$ cat src/rtl/pfx_imm_acc.sv
module pfx_imm_acc #(
  parameter int PC_W     = 32,
  parameter int DATA_W   = 32,
  parameter int INSN_W   = 16,
  parameter int PAY_W    = 12,
  parameter int PFX_CODE = 15
) (
  input  logic              clk,
  input  logic              rst_n,
  input  logic              in_valid,
  input  logic [INSN_W-1:0] in_insn,
  input  logic [PC_W-1:0]   in_pc,
  input  logic              irq_req,
  output logic              use_imm,
  output logic [DATA_W-1:0] imm_out,
  output logic              nop_out,
  output logic [PC_W-1:0]   restart_pc
);
  localparam int OPC_W = INSN_W - PAY_W;

  logic [DATA_W-1:0] acc_q;
  logic              pend_q;
  logic [PC_W-1:0]   start_q;
  logic [PC_W-1:0]   rst_pc_q;

  logic is_pfx, take_irq, pfx_go, consume;

  assign is_pfx   = in_insn[INSN_W-1 -: OPC_W] == OPC_W'(PFX_CODE);
  assign take_irq = in_valid & irq_req;
  assign pfx_go   = in_valid & is_pfx & ~irq_req;
  assign consume  = in_valid & ~is_pfx & ~irq_req;

  assign nop_out    = in_valid & (is_pfx | irq_req);
  assign use_imm    = consume & pend_q;
  assign imm_out    = use_imm ? acc_q : '0;
  assign restart_pc = rst_pc_q;

  always_ff @(posedge clk) begin
    if (!rst_n) begin
      acc_q    <= '0;
      pend_q   <= 1'b0;
      start_q  <= '0;
      rst_pc_q <= '0;
    end else if (in_valid) begin
      rst_pc_q <= pend_q ? start_q : in_pc;
      if (take_irq || consume) begin
        acc_q  <= '0;
        pend_q <= 1'b0;
      end else if (pfx_go) begin
        acc_q  <= (acc_q << PAY_W) | DATA_W'(in_insn[PAY_W-1:0]);
        pend_q <= 1'b1;
        if (!pend_q) start_q <= in_pc;
      end
    end
  end
endmodule

$ cat config.mk
export PLATFORM = sky130hd
export DESIGN_NAME = pfx_imm_acc
export DESIGN_NICKNAME = d
export VERILOG_FILES = /design/src/rtl/pfx_imm_acc.sv
export SDC_FILE = /design/constraint.sdc
export NUM_CORES = 1
export LEC_CHECK = 0
export BUFFER_PORTS_ARGS = -buffer_cell sky130_fd_sc_hd__buf_2
export CAP_MARGIN = 20
export CORE_MARGIN = 2
export CORE_UTILIZATION = 40
export CTS_CLUSTER_SIZE = 28
export DETAILED_ROUTE_END_ITERATION = 7
export GPL_TIMING_DRIVEN = 0
export PLACE_DENSITY = 0.67
export SYNTH_ARGS = -nofsm -noshare
export SYNTH_HDL_FRONTEND = slang
export SYNTH_SLANG_ARGS = --single-unit
$ cat constraint.sdc
create_clock -name clk -period 2.7 [get_ports clk]
set_input_delay 0.135 -clock clk [delete_from_list [all_inputs] [get_ports clk]]
set_output_delay 0.135 -clock clk [all_outputs]
set_load 0.005 [all_outputs]
==> impl_metrics.py <==
metrics = {
    "setup_path": {
        "r2r_cells": 5,
        "r2r-start": "pend_q",
        "worstPathRequired_ns": 2.57,
        "timing.rr.end": "restart_pc[26]",
        "critPathArrivalTime_ns": 1.72,
        "crit_path_end_kind": "output pin",
        "regToRegSetupSlack_ns": 1.38,
        "crit_path_start_kind": "flip-flop",
        "critPathKind": "reg2out",
        "path_max_fanout": 10,
    },
    "timing": {
        "post-route-period-util": 0.687,
        "worstMarginPinSlew_ns": 0.559,
        "period_needed_ns": 1.85,
        "relSlewSlack": 0.627,
        "setup_tns_ns": 0,
        "holdWs_ns": 0.0149,
        "fmax_mhz": 539,
        "finalMaxSlewViolations": 0,
        "rsz0062_at_grt": "false",
        "hold_viol_final": 0,
        "fin_worst_skew_ns": 0.00749,
        "setup_violations": 0,
    },
    "clock_network": {
        "cts_max_level": 3,
        "cts.sinks": 97,
        "clock-root-buffer": "clkbuf_8",
        "cts_tree": "yes",
        "clock_path_buffers": 2,
        "clk_latency_ns": 0.36,
        "post_cts_resized": 0,
        "ctsHoldBuffers": 4,
        "cts_setup_buffers": 0,
        "clk_pin_slew_ns": 0.10,
        "cts-buffers-inserted": 9,
    },
    "synth": {
        "avgSynthCellArea_um2": 9.18,
        "synth-xor-area-share": 0,
        "synthMuxAreaShare": 0.149,
        "syn-cell-area_um2": 4300,
        "synth_top_family_by_area": "simple AND/OR/NAND/NOR gates",
        "synth_edf_count": 0,
        "synth_top_area_frac": 0.451,
        "async_reset_ff_frac": 0,
        "synth_top_area_cell": "dfxtp_1",
        "synth_flop_cell": "dfxtp_1",
        "synth_commonest_cells": "129 x nand2_1, 97 x dfxtp_1, 64 x mux2i_1",
        "synthSimpleGateAreaFrac": 0.227,
        "synthTopCellsByArea": "dfxtp_1 45%, mux2i_1 15%, nand2_1 11%",
        "syn_inst": 469,
        "yosysSeqAreaShare": 0.451,
        "synth.distinct_cells": 21,
        "synthAdderAreaFrac": 0,
        "yosysWarnings": 0,
        "yosysMostFrequentCell": "nand2_1",
        "synth_compound_area_frac": 0.115,
        "syn_nets": 521,
        "synth_seq_cells": 97,
    },
    "final_layout": {
        "drive_gt1_frac": 0.247,
        "multiInputGateArea_um2": 2110,
        "fin_nets": 651,
        "synthToLayoutAreaGrowth_pct": 22.4,
        "fillers": 1030,
        "antennaDiodeCount": 0,
        "register_area_um2": 1940,
    },
    "drt": {
        "drt_iter0_drc": 117,
        "drc": 0,
        "vias": 3667,
        "vias_per_cell": 4.96,
        "wire_per_inst_um": 14.5,
        "wl_um": 10700,
        "drtAntennaViolNets": 0,
        "dr.pass1.iters": 4,
    },
    "worst_hold_path": {
        "hold_depth": 3,
        "worstHoldStart": "in_insn[2]",
        "hold_path_class": "in2reg",
        "hold_end": "acc_q[2]",
    },
    "outcome": {
        "outcome": "finished clean",
    },
    "run": {
        "max_cap_viol_count": 0,
    },
    "floorplanning": {
        "die_h_um": 108,
        "die_w_um": 108,
        "start_util": 0.415,
        "fp-row-count": 37,
        "dieArea_um2": 11600,
        "core_area_um2": 10400,
        "ios": 118,
    },
    "pwr": {
        "ir_drop_v": 0.000242,
        "p_leak_nw": 2.39,
        "p_per_area_nw_per_um2": 502,
    },
    "global_route": {
        "grt_start_max_net_pins": 18,
        "antenna_found_initial": 0,
        "grt-ovfl-total": 0,
        "grt_pass1_wl_um": 17000,
        "grt_use_total": 0.185,
        "grt_pass1_vias": 3507,
    },
    "placement": {
        "gp_congestion": 0.831,
        "portBuffers": 115,
        "hpwlAfterDp_um": 7950,
    },
}
[layout by cell type, fill, tap and decap left out, types with 2 or more instances in the layout]
cell           instances
o21ai_0               32
and2_1                32
buf_12                 3
inv_6                  2
mux2i_1               64
buf_2                122
clkinv_4               2
o211a_1               32
clkbuf_1              27
nand2_1              129
clkbuf_8               9
dlygate4sd3_1          4
clkbuf_2               2
buf_6                  2
dfxtp_1               97
nand3b_1              32
buf_4                  3
[report_power, final]
part / leakage [nW] / switching (W) / internal (W)
Sequential: 0.790 / 0.0000190 / 0.00147
Combinational: 1.51 / 0.000141 / 0.000121
Clock: 0.0931 / 0.000543 / 0.000351
[critical path, cell delays in order, from the launching register on]
cell	delay [ns]
dfxtp_1	0.31
buf_2	0.21
and3_1	0.30
clkbuf_2	0.24
and2_1	0.17
buf_2	0.11
[registers in the layout, summed over array words and instances (netlist names)]
| name | flops |
|---|---|
| pend_q | 1 |
| acc_q | 32 |
| restart_pc | 32 |
| start_q | 32 |
[kinds of logic (layout without fill, tap and decap cells)]
logic type	Yosys count	count (layout)
AOI/OAI and AO/OA	66	66
buffers and inverters	43	178
DFF	97	97
and+or+nand+nor	199	199
muxes	64	64
[per-stage QoR]
stage	setup slack, ns	area (um2)	instances	total power, W	util
global placement	1.23	5050	720	0.00177	0.487
CTS	0.831	5270	740	0.00266	0.508
finish	0.846	5270	740	0.00264	0.508
detailed placement	1.24	5050	720	0.00178	0.487
floorplan	1.56	4300	469	0.00166	-
global route	0.749	5270	740	0.00276	0.508
[routing by layer]
| layer | vias up | GRT usage | routed length (um) |
|---|---|---|---|
| met5 | - | 0 | 0 |
| met1 | 1692 | 0.239 | 4970 |
| met3 | 10 | 0.0490 | 653 |
| met2 | 110 | 0.301 | 4970 |
| li1 | 1855 | - | - |
| met4 | 0 | 0.0586 | 126 |
[worst max path at each step]
stage            from  slack, ns  depth (start not counted)          end
5_1_grt        pend_q       0.75                          5   imm_out[5]
3_5_place_dp   pend_q       1.24                          5   imm_out[5]
6_report       pend_q       0.85                          5   imm_out[7]
2_1_floorplan  pend_q       1.56                          5  start_q[27]
4_1_cts        pend_q       0.83                          5   imm_out[5]
3_3_place_gp   pend_q       1.23                          5   imm_out[5]
[layout make-up]
type,instances,area share
multi-input cells,329,0.401
clock inverters,6,0.00974
plain buffers,43,0.0470
well taps,136,0.0323
clock buffers,10,0.0242
flip-flops and latches,97,0.369
repair buffers,119,0.117
No activity file was read; power rests on OpenSTA's default activity.
